--- config.mk ---
export PLATFORM = sky130hd
export DESIGN_NAME = wdt_top
export DESIGN_NICKNAME = d
export VERILOG_FILES = /design/src/rtl/wdt_pkg.sv /design/src/rtl/wdt_prescaler.sv /design/src/rtl/wdt_countdown.sv /design/src/rtl/wdt_pulse.sv /design/src/rtl/wdt_top.sv
export SDC_FILE = /design/constraint.sdc
export NUM_CORES = 1
export LEC_CHECK = 0
export BUFFER_PORTS_ARGS = -buffer_cell sky130_fd_sc_hd__buf_2
export CAP_MARGIN = 0
export CORE_ASPECT_RATIO = 1.25
export CORE_UTILIZATION = 34
export CTS_BUF_LIST = sky130_fd_sc_hd__clkbuf_4 sky130_fd_sc_hd__clkbuf_8 sky130_fd_sc_hd__clkbuf_16
export DETAILED_ROUTE_END_ITERATION = 8
export SETUP_SLACK_MARGIN = 0.02
export SYNTH_ARGS = -nofsm -noshare
export SYNTH_HDL_FRONTEND = slang
export SYNTH_SLANG_ARGS = --single-unit
--- constraint.sdc ---
create_clock -name clk -period 5.5 [get_ports clk]
set_input_delay 0.275 -clock clk [delete_from_list [all_inputs] [get_ports clk]]
set_output_delay 0.275 -clock clk [all_outputs]
set_load 0.05 [all_outputs]
--- src/rtl/wdt_pkg.sv ---
package wdt_pkg;
  localparam int REG_W = 8;

  typedef enum logic [1:0] {
    REG_OPT  = 2'd0,
    REG_CNT  = 2'd1,
    REG_CTL  = 2'd2,
    REG_NONE = 2'd3
  } wdt_reg_e;

  // option bits
  localparam int OPT_MIN_UNIT  = 3;
  localparam int OPT_EXT_FORCE = 2;
  localparam int OPT_RST_EN    = 1;
  // control bits
  localparam int CTL_MOUSE_RLD = 7;
  localparam int CTL_KBD_RLD   = 6;
  localparam int CTL_FORCE     = 5;
  localparam int CTL_FIRED     = 4;

  // bits of the control register held as plain storage
  localparam logic [REG_W-1:0] CTL_STORE_MASK = 8'hCF;

  // one count unit elapses on this clock
  function automatic logic unit_step(input logic tick, input logic min_unit,
                                     input logic pre_wrap);
    return tick && (!min_unit || pre_wrap);
  endfunction

  // control read value: stored bits, live fired flag, force always 0
  function automatic logic [REG_W-1:0] ctl_view(input logic [REG_W-1:0] stored,
                                                input logic fired);
    logic [REG_W-1:0] v;
    v = stored & CTL_STORE_MASK;
    v[CTL_FIRED] = fired;
    return v;
  endfunction
endpackage

--- src/rtl/wdt_prescaler.sv ---
module wdt_prescaler #(
  parameter int DIV = 60
) (
  input  logic clk,
  input  logic rst_n,
  input  logic tick_i,
  input  logic restart_i,
  output logic wrap_o
);
  localparam int PW = (DIV > 1) ? $clog2(DIV) : 1;
  localparam logic [PW-1:0] LAST = PW'(DIV - 1);

  logic [PW-1:0] pre_q;

  assign wrap_o = tick_i && (pre_q == LAST);

  always_ff @(posedge clk or negedge rst_n) begin
    if (!rst_n)         pre_q <= '0;
    else if (restart_i) pre_q <= '0;
    else if (wrap_o)    pre_q <= '0;
    else if (tick_i)    pre_q <= pre_q + PW'(1);
  end

  assert_pre_range_R4: assert property (@(posedge clk) disable iff (!rst_n)
    pre_q <= LAST);
  assert_restart_zero_R4: assert property (@(posedge clk) disable iff (!rst_n)
    restart_i |=> pre_q == '0);
endmodule

--- src/rtl/wdt_countdown.sv ---
module wdt_countdown #(
  parameter int W = 8
) (
  input  logic         clk,
  input  logic         rst_n,
  input  logic         clear_i,
  input  logic         load_i,
  input  logic [W-1:0] load_val_i,
  input  logic         reload_i,
  input  logic [W-1:0] reload_val_i,
  input  logic         step_i,
  output logic [W-1:0] cnt_o,
  output logic         expire_o
);
  logic [W-1:0] cnt_q;
  logic         idle;

  assign idle     = !clear_i && !load_i && !reload_i;
  assign expire_o = idle && step_i && (cnt_q == W'(1));
  assign cnt_o    = cnt_q;

  always_ff @(posedge clk or negedge rst_n) begin
    if (!rst_n)                     cnt_q <= '0;
    else if (clear_i)               cnt_q <= '0;
    else if (load_i)                cnt_q <= load_val_i;
    else if (reload_i)              cnt_q <= reload_val_i;
    else if (step_i && cnt_q != '0) cnt_q <= cnt_q - W'(1);
  end

  assert_hold_zero_R2: assert property (@(posedge clk) disable iff (!rst_n)
    (cnt_q == '0 && !load_i && !reload_i) |=> cnt_q == '0);
  assert_step_down_R3: assert property (@(posedge clk) disable iff (!rst_n)
    (cnt_q != '0 && step_i && idle) |=> cnt_q == $past(cnt_q) - W'(1));
endmodule

--- src/rtl/wdt_pulse.sv ---
module wdt_pulse #(
  parameter int LEN = 4
) (
  input  logic clk,
  input  logic rst_n,
  input  logic fire_i,
  output logic pulse_o
);
  localparam int CW = $clog2(LEN + 1);

  logic [CW-1:0] left_q;

  assign pulse_o = (left_q != '0);

  always_ff @(posedge clk or negedge rst_n) begin
    if (!rst_n)       left_q <= '0;
    else if (fire_i)  left_q <= CW'(LEN);
    else if (pulse_o) left_q <= left_q - CW'(1);
  end

  assert_pulse_cause_R6: assert property (@(posedge clk) disable iff (!rst_n)
    $rose(pulse_o) |-> $past(fire_i));
endmodule

--- src/rtl/wdt_top.sv ---
module wdt_top #(
  parameter int CNT_W        = 8,
  parameter int MIN_DIV      = 60,
  parameter int PULSE_CYCLES = 4
) (
  input  logic       clk,
  input  logic       rst_n,
  input  logic [1:0] cfg_addr,
  input  logic       cfg_wr,
  input  logic [7:0] cfg_wdata,
  output logic [7:0] cfg_rdata,
  input  logic       tick_1s_i,
  input  logic       kbd_irq_i,
  input  logic       mouse_irq_i,
  input  logic       ext_force_i,
  output logic       wdt_reset_o,
  output logic       fired_o
);
  import wdt_pkg::*;

  logic [REG_W-1:0] opt_q, ctl_q;
  logic [CNT_W-1:0] rld_val_q, cnt;
  logic             fired_q;

  // named internal events
  logic wr_opt, wr_cnt, wr_ctl;
  logic force_req, fire_ok, fire_evt, clear_cnt;
  logic irq_hit, reload, pre_wrap, step, expire;

  assign wr_opt = cfg_wr && (cfg_addr == REG_OPT);
  assign wr_cnt = cfg_wr && (cfg_addr == REG_CNT);
  assign wr_ctl = cfg_wr && (cfg_addr == REG_CTL);

  assign force_req = (wr_ctl && cfg_wdata[CTL_FORCE]) ||
                     (ext_force_i && opt_q[OPT_EXT_FORCE]);
  assign fire_ok   = !fired_q;
  assign clear_cnt = fire_ok && force_req;
  assign fire_evt  = fire_ok && (force_req || expire);

  assign irq_hit = (kbd_irq_i && ctl_q[CTL_KBD_RLD]) ||
                   (mouse_irq_i && ctl_q[CTL_MOUSE_RLD]);
  assign reload  = irq_hit && (cnt != '0);
  assign step    = unit_step(tick_1s_i, opt_q[OPT_MIN_UNIT], pre_wrap);

  always_ff @(posedge clk or negedge rst_n) begin
    if (!rst_n) begin
      opt_q     <= '0;
      ctl_q     <= '0;
      rld_val_q <= '0;
      fired_q   <= 1'b0;
    end else begin
      if (wr_opt) opt_q <= cfg_wdata;
      if (wr_ctl) ctl_q <= cfg_wdata & CTL_STORE_MASK;
      if (wr_cnt && cfg_wdata != '0) rld_val_q <= CNT_W'(cfg_wdata);
      if (fire_evt)                              fired_q <= 1'b1;
      else if (wr_ctl && !cfg_wdata[CTL_FIRED])  fired_q <= 1'b0;
    end
  end

  wdt_prescaler #(.DIV(MIN_DIV)) u_pre (
    .clk      (clk),
    .rst_n    (rst_n),
    .tick_i   (tick_1s_i),
    .restart_i(wr_cnt || reload),
    .wrap_o   (pre_wrap)
  );

  wdt_countdown #(.W(CNT_W)) u_cnt (
    .clk         (clk),
    .rst_n       (rst_n),
    .clear_i     (clear_cnt),
    .load_i      (wr_cnt),
    .load_val_i  (CNT_W'(cfg_wdata)),
    .reload_i    (reload),
    .reload_val_i(rld_val_q),
    .step_i      (step),
    .cnt_o       (cnt),
    .expire_o    (expire)
  );

  wdt_pulse #(.LEN(PULSE_CYCLES)) u_pulse (
    .clk    (clk),
    .rst_n  (rst_n),
    .fire_i (fire_evt && opt_q[OPT_RST_EN]),
    .pulse_o(wdt_reset_o)
  );

  assign fired_o = fired_q;

  always_comb begin
    unique case (cfg_addr)
      REG_OPT: cfg_rdata = opt_q;
      REG_CNT: cfg_rdata = REG_W'(cnt);
      REG_CTL: cfg_rdata = ctl_view(ctl_q, fired_q);
      default: cfg_rdata = '0;
    endcase
  end

  assert_fire_sets_R5: assert property (@(posedge clk) disable iff (!rst_n)
    fire_evt |=> fired_q);
  assert_fired_sticky_R7: assert property (@(posedge clk) disable iff (!rst_n)
    (fired_q && !(wr_ctl && !cfg_wdata[CTL_FIRED])) |=> fired_q);
  assert_force_reads_zero_R8: assert property (@(posedge clk) disable iff (!rst_n)
    (cfg_addr == REG_CTL) |-> !cfg_rdata[CTL_FORCE]);
  assert_reload_value_R10: assert property (@(posedge clk) disable iff (!rst_n)
    (reload && !wr_cnt && !clear_cnt) |=> cnt == $past(rld_val_q));
endmodule

# Yosys cells after proc, flatten, opt, wreduce, memory -nomap -nowiden
# Cells that the tools add are included.
totals:
  out_inout_bits: 10
  regBits: 40
  inputBits: 17
  elab_cells: 65
classes:
  addsub: 3
  eq_ne: 4
  n_reduce_logical: 39
  n_mux: 12
ops:
  columns: ["cell", "count"]
  rows:
  - ["two-way mux 8 bit", 4]
  - ["case mux 8 bit (3 select lines)", 1]
  - ["logical AND 1 bit", 20]
  - ["two-way mux 6 bit", 3]
  - ["nonzero test 8 bit", 2]
  - ["equality test 8 x 1 -> 1 bit, second input constant", 1]
  - ["subtractor 8 x 1 -> 8 bit, second input constant", 1]
  - ["adder 6 x 1 -> 6 bit, second input constant", 1]
  - ["equality test 6 bit, second input constant", 1]
  - ["zero test 1 bit", 6]
  - ["two-way mux 3 bit", 2]
  - ["nonzero test 3 bit", 2]
  - ["logical OR 1 bit", 5]
  - ["nonzero test 2 bit", 2]
  - ["nonzero test 4 bit", 1]
  - ["subtractor 3 x 1 -> 3 bit, second input constant", 1]
  - ["equality test 2 x 1 -> 1 bit, second input constant", 1]
  - ["equality test 2 bit, second input constant", 1]
  - ["zero test 2 bit", 1]
  - ["two-way mux 1 bit", 2]

# Longest topological paths before layout
logic_depth:
  depth_word: 14
  mapped_depth: 8
  depth_no_buf: 7

# Cells and area by module
# From an unflattened synthesis, not the netlist that was laid out.
unflattened:
  hier_cells: 239
  area_unflattened_um2: 2381.0
by_module_without_submodules:
  columns: ["module", "area_each_um2", "cells_each", "n_inst", "seq_area_each_um2"]
  rows:
  - ["wdt_top", 1132.3, 108, 1, 575.6]
  - ["wdt_countdown", 734.5, 80, 1, 200.2]
  - ["wdt_prescaler", 336.6, 35, 1, 150.1]
  - ["wdt_pulse", 177.7, 16, 1, 75.1]

# Worst setup path after synthesis
# Ideal clock, no wire load.
synth_timing:
  kind: "input to output"
  from: "input cfg_addr[1]"
  to: "output cfg_rdata[4]"
  n_path_buf: 1
  path_slack_ns: 3.313
  required_time_ns: 5.225
  t_arrival_ns: 1.912
  path_stages: 3
  path_cell_list: "buf_1 -> mux2i_1 -> o21ai_0"
synth_via:
  elab_chain_cells: 2
  word_cells_on_any_way: 4
  cone_classes: "eq/ne: 2; mux: 1; reduce/logical: 1"
synth_lines:
  columns: ["element", "line", "text"]
  rows:
  - ["from (decl)", "wdt_top.sv:8", "input logic [1:0] cfg_addr,"]
  - ["equality test 2 bit (tied with other cells)", "wdt_top.sv:91", "unique case (cfg_addr)"]
  - ["case mux 8 bit (3 select lines) (*)", "wdt_top.sv:91", null]
  - ["to (decl)", "wdt_top.sv:11", "output logic [7:0] cfg_rdata,"]
# Every way passes the cells marked *; elsewhere a longest branch is shown, timed or not.

# Worst setup path in the final report
layout_timing:
  from: "register u_cnt.cnt_q[0], in the netlist u_cnt.cnt_o[0]"
  to: "register u_pulse.left_q[0]"
layout_via:
  elab_chain_cells: 10
  word_cells_on_any_way: 12
  cone_classes: "eq/ne: 1; mux: 1; reduce/logical: 10"
layout_lines:
  columns: ["element", "line", "text"]
  rows:
  - ["from (decl)", "wdt_countdown.sv:15", "logic [W-1:0] cnt_q;"]
  - ["from (signal assigned)", "wdt_countdown.sv:25", "else if (load_i) cnt_q <= load_val_i;"]
  - ["from (signal assigned)", "wdt_countdown.sv:26", "else if (reload_i) cnt_q <= reload_val_i;"]
  - ["from (signal assigned)", "wdt_countdown.sv:27", "else if (step_i && cnt_q != '0) cnt_q <= cnt_q - W'(1);"]
  - ["nonzero test 8 bit", "wdt_top.sv:42", "assign reload = irq_hit && (cnt != '0);"]
  - ["logical AND 1 bit", "wdt_top.sv:42", null]
  - ["zero test 1 bit", "wdt_countdown.sv:18", "assign idle = !clear_i && !load_i && !reload_i;"]
  - ["logical AND 1 bit", "wdt_countdown.sv:18", null]
  - ["logical AND 1 bit", "wdt_countdown.sv:19", "assign expire_o = idle && step_i && (cnt_q == W'(1));"]
  - ["logical AND 1 bit (*)", "wdt_countdown.sv:19", null]
  - ["logical OR 1 bit (*)", "wdt_top.sv:38", "assign fire_evt = fire_ok && (force_req || expire);"]
  - ["logical AND 1 bit (*)", "wdt_top.sv:38", null]
  - ["logical AND 1 bit (*)", "wdt_top.sv:84", ".fire_i (fire_evt && opt_q[OPT_RST_EN]),"]
  - ["two-way mux 3 bit or nonzero test 2 bit (tied branches)", null, null]
  - ["to (signal assigned)", "wdt_pulse.sv:17", "else if (fire_i) left_q <= CW'(LEN);"]
  - ["to (signal assigned)", "wdt_pulse.sv:18", "else if (pulse_o) left_q <= left_q - CW'(1);"]
  - ["to (decl)", "wdt_pulse.sv:11", "logic [CW-1:0] left_q;"]
# Marked as above.
# A chain may end at the register's enable or synchronous reset.

==> out/results.txt <==
Outcome - finished, final reports clean
Post-CTS Hold Fix Bufs - 0
Crit path capture type - flop
Top post-synthesis cells by area - dfrtp_1 (44%), nand2_1 (6.9%), mux2i_1 (4.4%), o21ai_0 (4.2%), mux2_2 (3.9%)
Async SR Flop Fraction - 100%
DR iter-0 viols - 151
Unrepaired setup endpoints after global routing - no
Post-place setup slack - 3.22 ns
Total gr overflow - 0
Final Max Tran Viols - 0
Cell taking the most area after synthesis - dfrtp_1
# Post-CTS Setup Buffers - 0
Post-layout util - 39.7%
Register area share after synthesis - 43.8%
Layout net count - 286
Commonest non-fill, non-tap cells in the layout - nand2_1 (42), dfrtp_1 (40), buf_2 (26)
DRC Markers - 0
Fin cells - 352
Num Clock Sinks - 40
Power consumption - 0.00111 W
Post-Route Skew - 0.00976 ns
I/O Buffers - 26
Die X - 75.3 microns
Netlist cell types - 53
CTS root buf - clkbuf_8
R2R Path Start - u_cnt.cnt_o[0]$_DFFE_PN0P_
Total negative slack - 0 ns
Mapped Area - 0.00228 sq mm
Drt total wl - 5970 microns
Critical path type - flop to flop
DRT antenna net count - 0
Initial antenna violation count - 0
Final setup viols - 0
PwrDens - 429 mW/mm^2
Maximum clock path buffer count - 2
Worst Setup Start Kind - flop
Vias in the first global route - 1929
Layout cells sized above 1 - 20.4%
Detailed Place HPWL - 4330 microns
Max cap viols - 0
Io pins - 27
Worst setup margin - 3.18 ns
First-pass GRT wire length - 9540 microns
Net count after synthesis - 263
Worst-path clk slew - 0.09 ns
Post-cts resize count - 0
DR WL/cell - 16.9 microns
Highest Clock Rate - 431 MHz
Crit path from - u_cnt.cnt_o[0]$_DFFE_PN0P_
Diodes inserted - 0
Area grow syn2layout - 13.5%
EDFF count, synth - 0
Die area - 0.00705 sq mm
Final min period - 2.32 ns
Syn Area/Cell - 9.48 sq um
Worst-Skew Late Latency - 0.30 ns
Top_reg_cell synth - dfrtp_1
CP required - 5.68 ns
HP Class - primary input to asynchronous set/reset pin
Die height - 93.7 microns
Num rows - 33
Via count - 1963
Max rail drop VDD - 0.119 mV
Fin. Hold Viols - 0
Most common cell after layout, fill and taps aside - nand2_1
Num CTS Buffers - 5
Ys Warns - 0
Core ar. - 0.00652 sq mm
Routability congestion estimate from global placement - 0.862
Starting Density - 35.0%
H-tree Lvls - 2
Slew HR - 38.5%
Leakage - 1.15 nW
TritonRoute pass-1 iters - 4
Placed Cells - 344
Cells after Synth - 241
Worst-margin pin slew - 0.923 ns
CP max FO - 9
TritonCTS clock tree - yes
#FFs+latches synth - 40
Largest net degree at the start of global routing - 41
Gr usage total - 18.3%
Vias/cell - 5.58
Crit share post-route - 42.2%
Worst path arrival time - 2.50 ns
Yosys top cell area share - 43.8%
-- cells by family (layout without fill, tap and decap cells) --
| group | after synthesis | count (layout) | synth area share (%) |
|---|---|---|---|
| XOR/XNOR | 5 | 5 | 1.92 |
| AND/OR/NAND/NOR | 90 | 90 | 19.9 |
| buffers and inverters | 19 | 43 | 3.34 |
| adder cells (fa/ha/maj) | 5 | 5 | 2.74 |
| flip-flops | 40 | 40 | 43.8 |
| multiplexers | 18 | 18 | 8.32 |
| AO/OA/AOI/OAI | 64 | 64 | 19.9 |
-- state kept, by name, summed over array words and instances (netlist names) --
signal,count
u_cnt.cnt_o,8
rld_val_q,8
ctl_q,6
fired_o,1
u_pulse.left_q,3
u_pre.pre_q,6
opt_q,8
-- power breakdown --
group | total [W] | switching, W | internal (W) | leakage (nW)
Clock | 0.000247 | 0.000113 | 0.000134 | 0.0541
Sequential | 0.000473 | 0.000102 | 0.000370 | 0.490
Combinational | 0.000393 | 0.000233 | 0.000160 | 0.604
Total | 0.00111 | 0.000448 | 0.000665 | 1.15
-- final timing paths --
kind / slack [ns] / to / cells past startpoint
hold / removal: 0.11 / u_pre.pre_q[1]$_DFFE_PN0P_ / 1
min in group clk: 0.24 / ctl_q[0]$_DFFE_PN0N_ / 3
setup / recovery: 3.18 / u_pulse.left_q[0]$_DFFE_PN0P_ / 7
setup reg to reg: 3.18 / u_pulse.left_q[0]$_DFFE_PN0P_ / 7
hold reg to reg: 0.48 / ctl_q[3]$_DFFE_PN0N_ / 2
max in group asynchronous: 4.81 / rld_val_q[2]$_DFFE_PN0P_ / 1
-- cells in the mapped netlist, types with 2 or more instances --
cell type  number
o211ai_1        5
a311oi_1        2
ha_1            5
xnor2_1         3
buf_1           2
a21o_1          2
o21ai_0        19
nor3b_1         2
a22o_1          6
a211oi_1        6
nand2b_1        2
clkbuf_1        6
nor2_1         16
mux2i_1        10
and3b_1         2
a31oi_1         5
nor4_1          3
inv_1           9
mux2_2          8
o21a_1          2
nor2b_1         3
nand4_1         2
a21oi_1         4
or3_1           2
nand2_1        42
nor3_1          6
xor2_1          2
dfrtp_1        40
-- cell type report --
| cell class | instances | area [sq um] |
|---|---|---|
| Fill cell | 693 | 3930 |
| Clock buffer | 5 | 68.8 |
| Clock inverter | 3 | 42.5 |
| Multi-Input combinational cell | 182 | 1210 |
| Tap cell | 87 | 109 |
| Inverter | 9 | 33.8 |
| Sequential cell | 40 | 1000 |
| Timing Repair Buffer | 26 | 130 |
-- metal layers --
| layer | part of all wire [%] | GRT usage, % | up-vias |
|---|---|---|---|
| met4 | 2.5 | 8.18 | 0 |
| met1 | 41 | 21.5 | 977 |
| met5 | 0 | 0 | - |
| li1 | - | - | 920 |
| met3 | 4.4 | 3.54 | 10 |
| met2 | 52 | 31.6 | 56 |
-- per-stage QoR --
stage | hold slack, ns | area, sq um
5_1_grt | 0.184 | 2590
3_3_place_gp | 0.458 | 2480
6_report | 0.108 | 2590
4_1_cts | 0.146 | 2590
2_1_floorplan | -0.0206 | 2280
3_5_place_dp | 0.463 | 2480
-- worst max-delay path: stages (launching register included) --
cell and delay (ns):
dfrtp_1 0.45, inv_1 0.12, ha_1 0.24, nor3b_1 0.49
a21o_1 0.37, nand4_1 0.21, a21oi_2 0.25, nor2_1 0.08
Power figures use the tool's default switching activity.
